**src/rtl/errcnt_pkg.sv**
```systemverilog
package errcnt_pkg;

    typedef enum logic [1:0] {
        ES_ACTIVE  = 2'd0,
        ES_PASSIVE = 2'd1,
        ES_BUSOFF  = 2'd2
    } err_state_t;

    typedef enum logic [1:0] {
        M_RUN       = 2'd0,
        M_BOFF_HOLD = 2'd1,
        M_BOFF_ARM  = 2'd2,
        M_RECOVER   = 2'd3
    } boff_mode_t;

    typedef struct packed {
        logic tx_err;
        logic arb_stuff;
        logic flag_bit_err;
        logic dom_excess;
        logic tx_ok;
    } tx_ev_t;

    // One penalty of PEN per cycle; an arbitration stuff error exempts only
    // the transmitter error it accompanies.
    function automatic logic tx_penalty(tx_ev_t e);
        return (e.tx_err & ~e.arb_stuff) | e.flag_bit_err | e.dom_excess;
    endfunction

endpackage

```
**src/rtl/errcnt_tx.sv**
```systemverilog
module errcnt_tx
    import errcnt_pkg::*;
#(
    parameter int CW      = 8,
    parameter int RUN_LEN = 11,
    parameter int SEQ_CNT = 128,
    parameter int PEN     = 8
) (
    input  logic          clk,
    input  logic          rst,
    input  tx_ev_t        ev,
    input  logic          listen_only,
    input  logic          reset_mode,
    input  logic          bit_tick,
    input  logic          bit_recessive,
    output logic [CW-1:0] tec,
    output boff_mode_t    mode,
    output logic          finish,
    output logic          done
);
    localparam int          RW  = $clog2(RUN_LEN);
    localparam logic [CW:0] TOP = {1'b0, {CW{1'b1}}};

    logic [RW-1:0] run_q;
    logic [CW:0]   sum;
    logic          seq_end;
    logic          pen;

    assign pen     = tx_penalty(ev);
    assign sum     = {1'b0, tec} + (CW+1)'(PEN);
    assign seq_end = (mode == M_RECOVER) && !reset_mode && bit_tick &&
                     bit_recessive && (run_q == RW'(RUN_LEN - 1));
    assign finish  = seq_end && (tec == CW'(1));

    always_ff @(posedge clk) begin
        if (rst) begin
            tec   <= '0;
            mode  <= M_RUN;
            run_q <= '0;
            done  <= 1'b0;
        end else begin
            done <= 1'b0;
            unique case (mode)
                M_RUN: begin
                    run_q <= '0;
                    if (!reset_mode && !listen_only) begin
                        if (pen) begin
                            if (sum > TOP) begin
                                mode <= M_BOFF_HOLD;
                                tec  <= CW'(SEQ_CNT);
                            end else begin
                                tec <= sum[CW-1:0];
                            end
                        end else if (ev.tx_ok && tec != '0) begin
                            tec <= tec - 1'b1;
                        end
                    end
                end
                M_BOFF_HOLD: begin
                    if (reset_mode) mode <= M_BOFF_ARM;
                end
                M_BOFF_ARM: begin
                    run_q <= '0;
                    if (!reset_mode) mode <= M_RECOVER;
                end
                M_RECOVER: begin
                    if (!reset_mode && bit_tick) begin
                        if (!bit_recessive) begin
                            run_q <= '0;
                        end else if (seq_end) begin
                            run_q <= '0;
                            tec   <= tec - 1'b1;
                            if (finish) begin
                                mode <= M_RUN;
                                done <= 1'b1;
                            end
                        end else begin
                            run_q <= run_q + 1'b1;
                        end
                    end
                end
                default: mode <= M_RUN;
            endcase
        end
    end
endmodule

```
**src/rtl/errcnt_rx.sv**
```systemverilog
module errcnt_rx #(
    parameter int CW     = 8,
    parameter int RELOAD = 120,
    parameter int PASV   = 128
) (
    input  logic          clk,
    input  logic          rst,
    input  logic          frozen,
    input  logic          clear,
    input  logic          rx_err,
    input  logic          rx_ok,
    output logic [CW-1:0] rec
);
    localparam logic [CW-1:0] MAXV = {CW{1'b1}};

    always_ff @(posedge clk) begin
        if (rst || clear) begin
            rec <= '0;
        end else if (!frozen) begin
            if (rx_err) begin
                if (rec != MAXV) rec <= rec + 1'b1;
            end else if (rx_ok) begin
                if (rec >= CW'(PASV))  rec <= CW'(RELOAD);
                else if (rec != '0)    rec <= rec - 1'b1;
            end
        end
    end
endmodule

```
**src/rtl/errcnt_warn.sv**
```systemverilog
module errcnt_warn
    import errcnt_pkg::*;
#(
    parameter int CW = 8
) (
    input  logic          clk,
    input  logic          rst,
    input  logic [CW-1:0] tec,
    input  logic [CW-1:0] rec,
    input  logic [CW-1:0] limit,
    input  boff_mode_t    mode,
    output logic          warn,
    output logic          irq
);
    logic warn_d;

    always_comb begin
        unique case (mode)
            M_RUN:       warn_d = (tec >= limit) || (rec >= limit);
            M_BOFF_HOLD: warn_d = 1'b1;
            default:     warn_d = warn;
        endcase
    end

    always_ff @(posedge clk) begin
        if (rst) begin
            warn <= 1'b0;
            irq  <= 1'b0;
        end else begin
            warn <= warn_d;
            irq  <= (warn_d != warn);
        end
    end
endmodule

```
**src/rtl/can_errcnt_unit.sv**
```systemverilog
module can_errcnt_unit
    import errcnt_pkg::*;
#(
    parameter int CW      = 8,
    parameter int RUN_LEN = 11,
    parameter int SEQ_CNT = 128,
    parameter int PEN     = 8,
    parameter int RELOAD  = 120,
    parameter int PASV    = 128
) (
    input  logic          clk,
    input  logic          rst,
    input  logic          ev_tx_err,
    input  logic          ev_arb_stuff,
    input  logic          ev_flag_bit_err,
    input  logic          ev_dom_excess,
    input  logic          ev_tx_ok,
    input  logic          ev_rx_err,
    input  logic          ev_rx_ok,
    input  logic          cfg_reset_mode,
    input  logic          cfg_listen_only,
    input  logic [CW-1:0] cfg_warn_limit,
    input  logic          bit_tick,
    input  logic          bit_recessive,
    output logic [CW-1:0] tec_o,
    output logic [CW-1:0] rec_o,
    output logic [1:0]    err_state_o,
    output logic          warn_o,
    output logic          warn_irq_o,
    output logic          recov_done_o
);
    tx_ev_t     tx_ev;
    boff_mode_t boff_mode;
    logic       finish;
    err_state_t st;

    assign tx_ev = '{tx_err: ev_tx_err, arb_stuff: ev_arb_stuff,
                     flag_bit_err: ev_flag_bit_err, dom_excess: ev_dom_excess,
                     tx_ok: ev_tx_ok};

    errcnt_tx #(.CW(CW), .RUN_LEN(RUN_LEN), .SEQ_CNT(SEQ_CNT), .PEN(PEN)) u_tx (
        .clk           (clk),
        .rst           (rst),
        .ev            (tx_ev),
        .listen_only   (cfg_listen_only),
        .reset_mode    (cfg_reset_mode),
        .bit_tick      (bit_tick),
        .bit_recessive (bit_recessive),
        .tec           (tec_o),
        .mode          (boff_mode),
        .finish        (finish),
        .done          (recov_done_o)
    );

    errcnt_rx #(.CW(CW), .RELOAD(RELOAD), .PASV(PASV)) u_rx (
        .clk    (clk),
        .rst    (rst),
        .frozen (cfg_reset_mode || (boff_mode != M_RUN)),
        .clear  (finish),
        .rx_err (ev_rx_err),
        .rx_ok  (ev_rx_ok),
        .rec    (rec_o)
    );

    errcnt_warn #(.CW(CW)) u_warn (
        .clk   (clk),
        .rst   (rst),
        .tec   (tec_o),
        .rec   (rec_o),
        .limit (cfg_warn_limit),
        .mode  (boff_mode),
        .warn  (warn_o),
        .irq   (warn_irq_o)
    );

    always_comb begin
        if (boff_mode != M_RUN)                               st = ES_BUSOFF;
        else if (tec_o >= CW'(PASV) || rec_o >= CW'(PASV))    st = ES_PASSIVE;
        else                                                  st = ES_ACTIVE;
    end
    assign err_state_o = st;
endmodule

```
**config.mk**
```make
export PLATFORM = sky130hd
export DESIGN_NAME = can_errcnt_unit
export DESIGN_NICKNAME = d
export VERILOG_FILES = /design/src/rtl/errcnt_pkg.sv /design/src/rtl/errcnt_tx.sv /design/src/rtl/errcnt_rx.sv /design/src/rtl/errcnt_warn.sv /design/src/rtl/can_errcnt_unit.sv
export SDC_FILE = /design/constraint.sdc
export NUM_CORES = 1
export LEC_CHECK = 0
export CAP_MARGIN = 20
export CELL_PAD_IN_SITES_DETAIL_PLACEMENT = 1
export CELL_PAD_IN_SITES_GLOBAL_PLACEMENT = 1
export CORE_MARGIN = 2
export CORE_UTILIZATION = 42
export DETAILED_ROUTE_END_ITERATION = 7
export GPL_TIMING_DRIVEN = 0
export PLACE_DENSITY = 0.82
export SLEW_MARGIN = 20
export SYNTH_ARGS = -nofsm -noshare
export SYNTH_HDL_FRONTEND = slang
export SYNTH_SLANG_ARGS = --single-unit
```
**constraint.sdc**
```tcl
create_clock -name clk -period 5.56 [get_ports clk]
set_input_delay 0.556 -clock clk [delete_from_list [all_inputs] [get_ports clk]]
set_output_delay 0.556 -clock clk [all_outputs]
set_load 0.01 [all_outputs]
```
==> results.json, run 1 <==
{
  "utilization": 0.529,
  "r2r_slack_ns": 3.04,
  "outcome": "finished clean",
  "num_rows": 27,
  "drv_slew": 0,
  "ys_ff_latch": 25,
  "regArea_um2": 500,
  "drc": 0,
  "finalSetupTns_ns": 0,
  "endpoint": "u_tx.tec[1]",
  "port_buffers": 39,
  "synth_warnings": 0,
  "first_pass_iters": 5,
  "max_slew_margin": 0.490,
  "clock-sinks": 25,
  "reg2reg_from": "u_tx.mode[0]",
  "grt_max_degree": 15,
  "cts_buffers": 3,
  "sw_frac_of_total": 0.347,
  "tightest_slew_ns": 0.763,
  "cts_hold_buf": 0,
  "boundaryPins": 42,
  "cp_max_fo": 10,
  "drt_iter0_markers": 100,
  "area_delta_synth_final_pct": 22.4,
  "fin_skew_ns": 0.00303,
  "dieArea_mm2": 0.00621,
  "ys.flop_type": "dfxtp_1",
  "drv_cap": 0,
  "finalSetupViolations": 0,
  "drt-total-wl_um": 6820,
  "yosysUniqueCellTypes": 58,
  "fill_cells": 694,
  "cts_root_buffer": "clkbuf_8",
  "grt_pass1_vias": 2479,
  "hp-class": "reg -> reg",
  "rsz0062_at_grt": "no",
  "startpoint": "cfg_reset_mode",
  "async_flop_share": 0,
  "grt_overflow": 0,
  "avgSynthCellArea_um2": 7.73,
  "syn_nets": 358,
  "dr_total_vias": 2485,
  "period_minus_slack_ns": 2.55,
  "final_nets": 402,
  "critPathArrivalTime_ns": 2.75,
  "synth_cells": 304,
  "finalHoldViolations": 0,
  "crit_required_ns": 5.76,
  "clkTransAtPathRegs_ns": 0.09,
  "grt_pass1_wl_um": 11700,
  "die_w_um": 78.8,
  "cts_tree": "built",
  "powerDensity_mw_per_mm2": 175,
  "synth_edf_count": 0,
  "viasPerCell": 5.93,
  "p_clk_frac": 0.225,
  "seq_power_share": 0.418,
  "ys_seq_area_frac": 0.213,
  "vdd_ir_drop_max_uv": 118,
  "r2r_cells": 8,
  "multi_input_area_mm2": 0.00169,
  "ctsHtreeMaxLevel": 1,
  "die_h_um": 78.8,
  "grtUsageTotal": 0.232,
  "place_congestion": 0.826,
  "avgRoutedWirePerCell_um": 16.3,
  "initial_core_util": 0.432,
  "layout-drive-gt1-share": 0.0548,
  "internal_power_w": 0.000329,
  "leakage_nw": 1.18,
  "rr_endpoint": "u_tx.tec[1]",
  "finalWorstSetupSlack_ns": 3.01,
  "fin_crit_sh": 0.458,
  "end_kind": "register",
  "start_kind": "primary input",
  "core-area_mm2": 0.00544,
  "cts_resized": 0,
  "grt_antenna_before_repair": 0,
  "cts_setup_buffers": 0,
  "clk_latency_ns": 0.27,
  "pwr-share-comb": 0.358,
  "p_sw_w": 0.000175,
  "num_antenna_cells": 0,
  "drtAntennaViolNets": 0,
  "hpwl_um": 5340,
  "crit_type": "in -> reg",
  "synth_area_mm2": 0.00235,
  "fmax_ghz": 0.393,
  "pre_cts_slack_ns": 2.73,
  "clk_path_buf_depth": 2
}
-- power by group through the flow --
stage | sequential [W] | clock, W | combinational [W]
2_1_floorplan | 0.000212 | 0 | 0.000111
3_3_place_gp | 0.000214 | 0 | 0.000176
3_5_place_dp | 0.000215 | 0 | 0.000180
4_1_cts | 0.000211 | 0.000121 | 0.000181
5_1_grt | 0.000213 | 0.000124 | 0.000204
6_report | 0.000211 | 0.000113 | 0.000180
-- sequential cells by signal (all words and copies together), names as in the netlist --
| name | cells |
|---|---|
| u_warn.irq | 1 |
| u_tx.tec | 8 |
| u_tx.run_q | 4 |
| u_warn.warn | 1 |
| u_rx.rec | 8 |
| u_tx.done | 1 |
| u_tx.mode | 2 |
-- cells by family after synthesis --
kind of cell | Yosys count | share of synthesized area
AOI/OAI and AO/OA | 94 | 0.272
xor gates and xnor gates | 4 | 0.0149
adders and majority gates | 33 | 0.176
buffers and inverters | 38 | 0.0687
DFF | 25 | 0.213
muxes | 3 | 0.0128
and+or+nand+nor | 107 | 0.243
-- cell type report --
type	count	share of cell area
Buffer	11	0.0209
Clock buffer	3	0.0143
Clock inverter	1	0.00174
Inverter	27	0.0352
Multi-Input combinational cell	241	0.587
Sequential cell	25	0.174
Tap cell	72	0.0313
Timing Repair Buffer	39	0.136
-- cells in the final DEF, fill, tap and decap left out, drive strengths merged, types with 7 or more instances in the layout --
cell type	synthesis	routed
clkbuf	6	9
inv	27	27
a21oi	23	23
or3	7	7
nor2	23	23
clkdlybuf4s50	0	39
nand3	12	12
dfxtp	25	25
a211oi	7	7
o21ai	21	21
nand2	19	19
ha	33	33
nor3	11	11
-- layer usage --
metal / part of all wire / up-vias / GRT usage
met5: 0 / - / 0
met3: 0.047 / 6 / 0.0352
li1: - / 1213 / -
met1: 0.46 / 1201 / 0.307
met2: 0.48 / 65 / 0.403
met4: 0.010 / 0 / 0.0448
-- cells in the mapped netlist, types with 2 or more instances --
cell type  instances  area share
buf_2              3      0.0064
nand4_1            4       0.011
a311oi_1           2      0.0075
o21ai_0           21       0.045
buf_6              2      0.0096
a211o_1            3       0.011
o221ai_1           3       0.011
xor2_1             2      0.0075
a221oi_1           2      0.0075
dfxtp_1           25        0.21
nor2b_1            4       0.011
clkbuf_1           6      0.0096
o21a_1             2      0.0064
and3_1             4       0.011
o211ai_1           6       0.019
and4_1             4       0.015
inv_1             27       0.043
nand2b_1           6       0.016
a211oi_1           7       0.022
nand3b_1           2      0.0064
a21oi_1           23       0.049
nand3_1           12       0.026
mux2i_1            3       0.013
or3_2              3      0.0096
nand2_1           19       0.030
nor2_1            23       0.037
a31oi_1            4       0.011
or3_1              4       0.011
xnor2_1            2      0.0075
nor3b_1            2      0.0064
nor3_1            11       0.023
and2_1             2      0.0053
ha_1              33        0.18
a21o_1             4       0.013
-- through the flow --
stage | std cells | total power, W | hold slack [ns] | cell area [um2]
3_3_place_gp | 415 | 0.000390 | 0.486 | 2830
3_5_place_dp | 415 | 0.000395 | 0.495 | 2830
5_1_grt | 419 | 0.000541 | 0.542 | 2880
6_report | 419 | 0.000504 | 0.508 | 2880
2_1_floorplan | 304 | 0.000323 | 0.459 | 2350
4_1_cts | 419 | 0.000512 | 0.512 | 2880
-- critical path, cell delays in order --
cell             delay, ns
clkdlybuf4s50_1       0.52
and4bb_2              0.40
a21oi_1               0.11
a2111o_1              0.38
clkbuf_1              0.24
or3_1                 0.40
a21oi_1               0.14
-- worst min-delay path by stage --
| stage | startpoint | endpoint | slack (ns) | depth (start not counted) |
|---|---|---|---|---|
| floorplan | u_tx.run_q[3] | u_tx.run_q[3] | 0.46 | 2 |
| global placement | u_tx.run_q[3] | u_tx.run_q[3] | 0.49 | 2 |
| detailed placement | u_tx.run_q[3] | u_tx.run_q[3] | 0.50 | 2 |
| CTS | u_tx.run_q[3] | u_tx.run_q[3] | 0.51 | 2 |
| global route | u_tx.mode[1] | u_tx.mode[1] | 0.54 | 2 |
| finish | u_tx.mode[1] | u_tx.mode[1] | 0.51 | 2 |
(Power assumes the default switching activity.)
==> run 2, diff against run 1 <==
--- a/config.mk
+++ b/config.mk
@@ -9,10 +9,10 @@
 export CELL_PAD_IN_SITES_DETAIL_PLACEMENT = 1
 export CELL_PAD_IN_SITES_GLOBAL_PLACEMENT = 1
 export CORE_MARGIN = 2
-export CORE_UTILIZATION = 42
+export CORE_UTILIZATION = 39
 export DETAILED_ROUTE_END_ITERATION = 7
 export GPL_TIMING_DRIVEN = 0
-export PLACE_DENSITY = 0.82
+export PLACE_DENSITY = 0.77
 export SLEW_MARGIN = 20
 export SYNTH_ARGS = -nofsm -noshare
 export SYNTH_HDL_FRONTEND = slang
==> constraint.sdc (replaced) <==
create_clock -name clk -period 2.5 [get_ports clk]
set_input_delay 0.25 -clock clk [delete_from_list [all_inputs] [get_ports clk]]
set_output_delay 0.25 -clock clk [all_outputs]
set_load 0.01 [all_outputs]
==> run 2 against run 1 <==
Combinational power increased by 130%. Worst setup slack worse by 2.8 ns. Sequential power rose by 120%. Final cell count rose by 0.24%. Clock-buffer cell count unchanged. Critical path depth shrank 1. Wire length up 3.7%. Largest cell class unchanged. Largest power group unchanged.
==> results.json, run 2 (synthesis gave the netlist of run 1 again) <==
{
  "grt_antenna_before_repair": 0,
  "path_buf_inv": 1,
  "hp-start": "rst",
  "die_h_um": 81.6,
  "grtUsageTotal": 0.225,
  "final_nets": 400,
  "clkTransAtPathRegs_ns": 0.10,
  "hp-class": "in -> reg",
  "start_kind": "register",
  "rsz0062_at_grt": "no",
  "pwr-share-comb": 0.358,
  "drt-total-wl_um": 7070,
  "drt_iter0_markers": 112,
  "first_pass_iters": 4,
  "seq_power_share": 0.408,
  "ctsHtreeMaxLevel": 1,
  "fin_crit_sh": 0.934,
  "crit_type": "reg -> reg",
  "die_w_um": 81.6,
  "grt_pass1_wl_um": 11800,
  "sw_frac_of_total": 0.357,
  "port_buffers": 39,
  "core-area_mm2": 0.00589,
  "p_clk_frac": 0.234,
  "max_slew_margin": 0.470,
  "fin_skew_ns": 0.00609,
  "initial_core_util": 0.399,
  "dr_total_vias": 2466,
  "cts_hold_buf": 0,
  "drc": 0,
  "reg2reg_from": "u_tx.tec[5]",
  "critPathArrivalTime_ns": 2.54,
  "finalSetupTns_ns": 0,
  "slowest_stage": "a21boi_1",
  "cts_root_buffer": "clkbuf_8",
  "cp_max_fo": 10,
  "grt_max_degree": 16,
  "vdd_ir_drop_max_uv": 175,
  "clock-sinks": 25,
  "tightest_slew_ns": 0.793,
  "finalWorstSetupSlack_ns": 0.164,
  "num_antenna_cells": 0,
  "finalSetupViolations": 0,
  "drv_slew": 0,
  "leakage_nw": 1.17,
  "dieArea_mm2": 0.00667,
  "clk_latency_ns": 0.28,
  "critical-path-top-delay-family": "compound AO/OA/AOI/OAI gates",
  "internal_power_w": 0.000735,
  "area_delta_synth_final_pct": 22.5,
  "critPathMaxStageDelay_ns": 0.51,
  "viasPerCell": 5.87,
  "fmax_ghz": 0.428,
  "finalHoldViolations": 0,
  "grt_overflow": 0,
  "startpoint": "u_tx.tec[5]",
  "wl_met1_um": 3420,
  "met3_length_um": 377,
  "drtAntennaViolNets": 0,
  "end_kind": "register",
  "layout_commonest_cell": "clkdlybuf4s50_1",
  "most-common-layout-cells": "39 x clkdlybuf4s50_1, 32 x ha_1, 27 x inv_1",
  "num_rows": 28,
  "layout-drive-gt1-share": 0.0580,
  "crit_required_ns": 2.70,
  "dr_wl_met2_um": 3240,
  "powerDensity_mw_per_mm2": 397,
  "cts_tree": "built",
  "outcome": "finished clean",
  "pre_cts_slack_ns": -0.0629,
  "cts_buffers": 3,
  "drv_cap": 0,
  "crit_chain": "clkbuf_1 -> and4_1 -> a221oi_1 -> a21boi_1 -> a211oi_1 -> nor3b_1",
  "boundaryPins": 42,
  "period_minus_slack_ns": 2.34,
  "hpwl_um": 5550,
  "p_sw_w": 0.000408,
  "place_congestion": 0.867,
  "cts_setup_buffers": 0,
  "highest_layer": "met4",
  "top_regs": "u_rx.rec (8), u_tx.tec (8), u_tx.run_q (4)",
  "clk_path_buf_depth": 2,
  "r2r_slack_ns": 0.16,
  "avgRoutedWirePerCell_um": 16.8,
  "grt_pass1_vias": 2393
}
==> run 2: layout make-up <==
| type | instances | area [um2] |
|---|---|---|
| inverters | 27 | 101 |
| fillers | 746 | 3010 |
| multi-input cells | 241 | 1690 |
| clock buffers | 3 | 41.3 |
| clock inverters | 1 | 7.51 |
| plain buffers | 9 | 52.6 |
| well taps | 75 | 93.8 |
| repair buffers | 39 | 390 |
| flip-flops and latches | 25 | 500 |
==> run 2: timing repair <==
item	4_1_cts	5_1_grt
resized for setup	1	1
setup endpoints to repair	2	2
cloned	0	0
==> run 2: path summary, 6_finish.rpt <==
kind	to	depth (start not counted)
worst max-delay path	u_tx.tec[5]	6
worst min-delay path	u_tx.tec[2]	2
worst max register to register	u_tx.tec[5]	6
worst min register to register	u_tx.run_q[3]	2
==> run 2: through the flow <==
step	cell area, um2	cells	hold slack, ns	utilization	total power [W]
global route	2880	420	0.527	0.489	0.00122
detailed placement	2840	418	0.502	0.482	0.000882
CTS	2880	421	0.476	0.489	0.00116
global placement	2840	418	0.479	0.482	0.000869
finish	2880	420	0.483	0.489	0.00114
floorplan	2350	304	0.459	-	0.000719
==> run 2: per-layer routing <==
| metal | vias up | global-route usage |
|---|---|---|
| met5 | - | 0 |
| met2 | 69 | 0.370 |
| met1 | 1183 | 0.322 |
| met4 | 0 | 0.0400 |
| met3 | 4 | 0.0242 |
| li1 | 1210 | - |
==> run 2: power by group through the flow <==
stage	Sequential, W	Combinational, W	Clock (W)
after floorplan	0.000472	0.000248	0
after global placement	0.000476	0.000393	0
after detailed placement	0.000476	0.000405	0
after CTS	0.000467	0.000409	0.000280
after global routing	0.000472	0.000456	0.000295
final	0.000466	0.000410	0.000267
==> run 3, diff against run 2 <==
--- a/config.mk
+++ b/config.mk
@@ -11,7 +11,6 @@
 export CORE_MARGIN = 2
 export CORE_UTILIZATION = 39
 export DETAILED_ROUTE_END_ITERATION = 7
-export GPL_TIMING_DRIVEN = 0
 export PLACE_DENSITY = 0.77
 export SLEW_MARGIN = 20
 export SYNTH_ARGS = -nofsm -noshare
==> run 3 against run 2 <==
Register-to-register slack improved by 0.05 ns. Core utilization rose by 2.0 points. Global-route usage rose by 1.1 points. Total power rose by 2.2%. Via count rose by 0.93%. Clock skew barely moved. Critical path depth did not move. Clock power rose by 1%. First-iteration DRC count fell by 16%. Sequential share of layout area fell by 0.67 points. Wire length rose by 5.2%. Critical path type unchanged. Largest power group unchanged.
==> results.json, run 3 (synthesis gave the netlist of run 1 again) <==
{
  "outcome": "finished clean",
  "drv_cap": 0,
  "area_delta_synth_final_pct": 27.4,
  "cts_buffers": 3,
  "leakage_nw": 1.25,
  "top_regs": "u_rx.rec (8), u_tx.tec (8), u_tx.run_q (4)",
  "cp_max_fo": 6,
  "boundaryPins": 42,
  "num_antenna_cells": 0,
  "cts_hold_buf": 0,
  "ctsHtreeMaxLevel": 1,
  "cts_root_buffer": "clkbuf_8",
  "fin_hold_ws_ns": 0.506,
  "grt_pass1_wl_um": 12300,
  "max_slew_margin": 0.653,
  "num_rows": 28,
  "critPathArrivalTime_ns": 2.51,
  "rsz0062_at_grt": "no",
  "die_w_um": 81.6,
  "p_clk_frac": 0.232,
  "first_pass_iters": 4,
  "tightest_slew_ns": 0.516,
  "crit_type": "reg -> reg",
  "fin_crit_sh": 0.915,
  "most-common-layout-cells": "41 x clkdlybuf4s50_1, 33 x ha_1, 27 x inv_1",
  "internal_power_w": 0.000752,
  "critPathMaxStageDelay_ns": 0.41,
  "clock-sinks": 25,
  "clk_path_buf_depth": 2,
  "hp-class": "reg -> reg",
  "layout_commonest_cell": "clkdlybuf4s50_1",
  "pwr-share-comb": 0.380,
  "dieArea_mm2": 0.00667,
  "crit_required_ns": 2.72,
  "drt-total-wl_um": 7440,
  "final_nets": 413,
  "avgRoutedWirePerCell_um": 17.2,
  "slowest_stage": "a211oi_1",
  "viasPerCell": 5.75,
  "fmax_ghz": 0.437,
  "period_minus_slack_ns": 2.29,
  "end_kind": "register",
  "sw_frac_of_total": 0.357,
  "fin_skew_ns": 0.00568,
  "hpwl_um": 5860,
  "grt_overflow": 0,
  "clkTransAtPathRegs_ns": 0.11,
  "layout-drive-gt1-share": 0.0950,
  "cts_resized": 0,
  "port_buffers": 41,
  "powerDensity_mw_per_mm2": 390,
  "core-area_mm2": 0.00589,
  "finalHoldViolations": 0,
  "drt_iter0_markers": 94,
  "grt_pass1_vias": 2494,
  "grt_max_degree": 18,
  "place_congestion": 0.913,
  "vdd_ir_drop_max_uv": 225,
  "seq_power_share": 0.388,
  "drv_slew": 0,
  "initial_core_util": 0.399,
  "cts_setup_buffers": 0,
  "grtUsageTotal": 0.236,
  "finalSetupTns_ns": 0,
  "clk_latency_ns": 0.28,
  "finalSetupViolations": 0,
  "dr_total_vias": 2489,
  "crit_chain": "buf_4 -> nor4_1 -> nand4_1 -> a211o_1 -> a211oi_1 -> mux2i_1",
  "grt_antenna_before_repair": 0,
  "power_w": 0.00117,
  "drtAntennaViolNets": 0,
  "drc": 0,
  "p_sw_w": 0.000417,
  "cts_tree": "built",
  "die_h_um": 81.6,
  "start_kind": "register"
}
run 3: cell count changes in the layout (fill, tap and decap cells not counted), sizes merged:
cell	before	now
buf	5	20
clkdlybuf4s50	39	41
clkbuf	7	3
run 3: per-layer routing:
| layer | routed length, um | GRT usage | vias up |
|---|---|---|---|
| met5 | 0 | 0 | - |
| met2 | 3450 | 0.406 | 59 |
| met3 | 378 | 0.0308 | 2 |
| met4 | 27 | 0.0333 | 0 |
| li1 | - | - | 1233 |
| met1 | 3590 | 0.323 | 1195 |
run 3: critical path, delay by kind of cell (launching register included):
kind,cells,cell delay (ns)
compound gates,2,0.77
buf+inv,1,0.18
flops,1,0.39
mux,1,0.23
simple gates,2,0.66
run 3: stage by stage:
step / instance area (um2) / util / setup WS [ns] / std cells
after floorplan: 2350 / - / 0.380 / 304
after global placement: 2950 / 0.500 / 0.205 / 429
after detailed placement: 2950 / 0.500 / 0.160 / 429
after CTS: 2990 / 0.509 / 0.224 / 433
after global routing: 2990 / 0.509 / 0.0341 / 433
final: 2990 / 0.509 / 0.212 / 433
run 3: power groups by stage:
stage	Sequential [W]	Combinational [W]	Clock [W]
after floorplan	0.000472	0.000248	0
after global placement	0.000462	0.000429	0
after detailed placement	0.000462	0.000441	0
after CTS	0.000453	0.000443	0.000284
after global routing	0.000457	0.000494	0.000288
final	0.000453	0.000445	0.000271
run 3: worst paths after layout:
path	start	to	slack (ns)	cells after the start
worst max register to register	u_tx.tec[4]	u_tx.mode[1]	0.21	6
worst min register to register	u_tx.run_q[3]	u_tx.run_q[3]	0.51	2
worst min-delay path	u_tx.run_q[3]	u_tx.run_q[3]	0.51	2
worst max-delay path	u_tx.tec[4]	u_tx.mode[1]	0.21	6
run 3: cell type report:
type                    count  area (um2)
clock buffers               3        41.3
well taps                  75        93.8
clock inverters             1        7.51
multi-input cells         241        1690
inverters                  27         101
flip-flops and latches     25         500
fillers                   743        2890
repair buffers             61         561
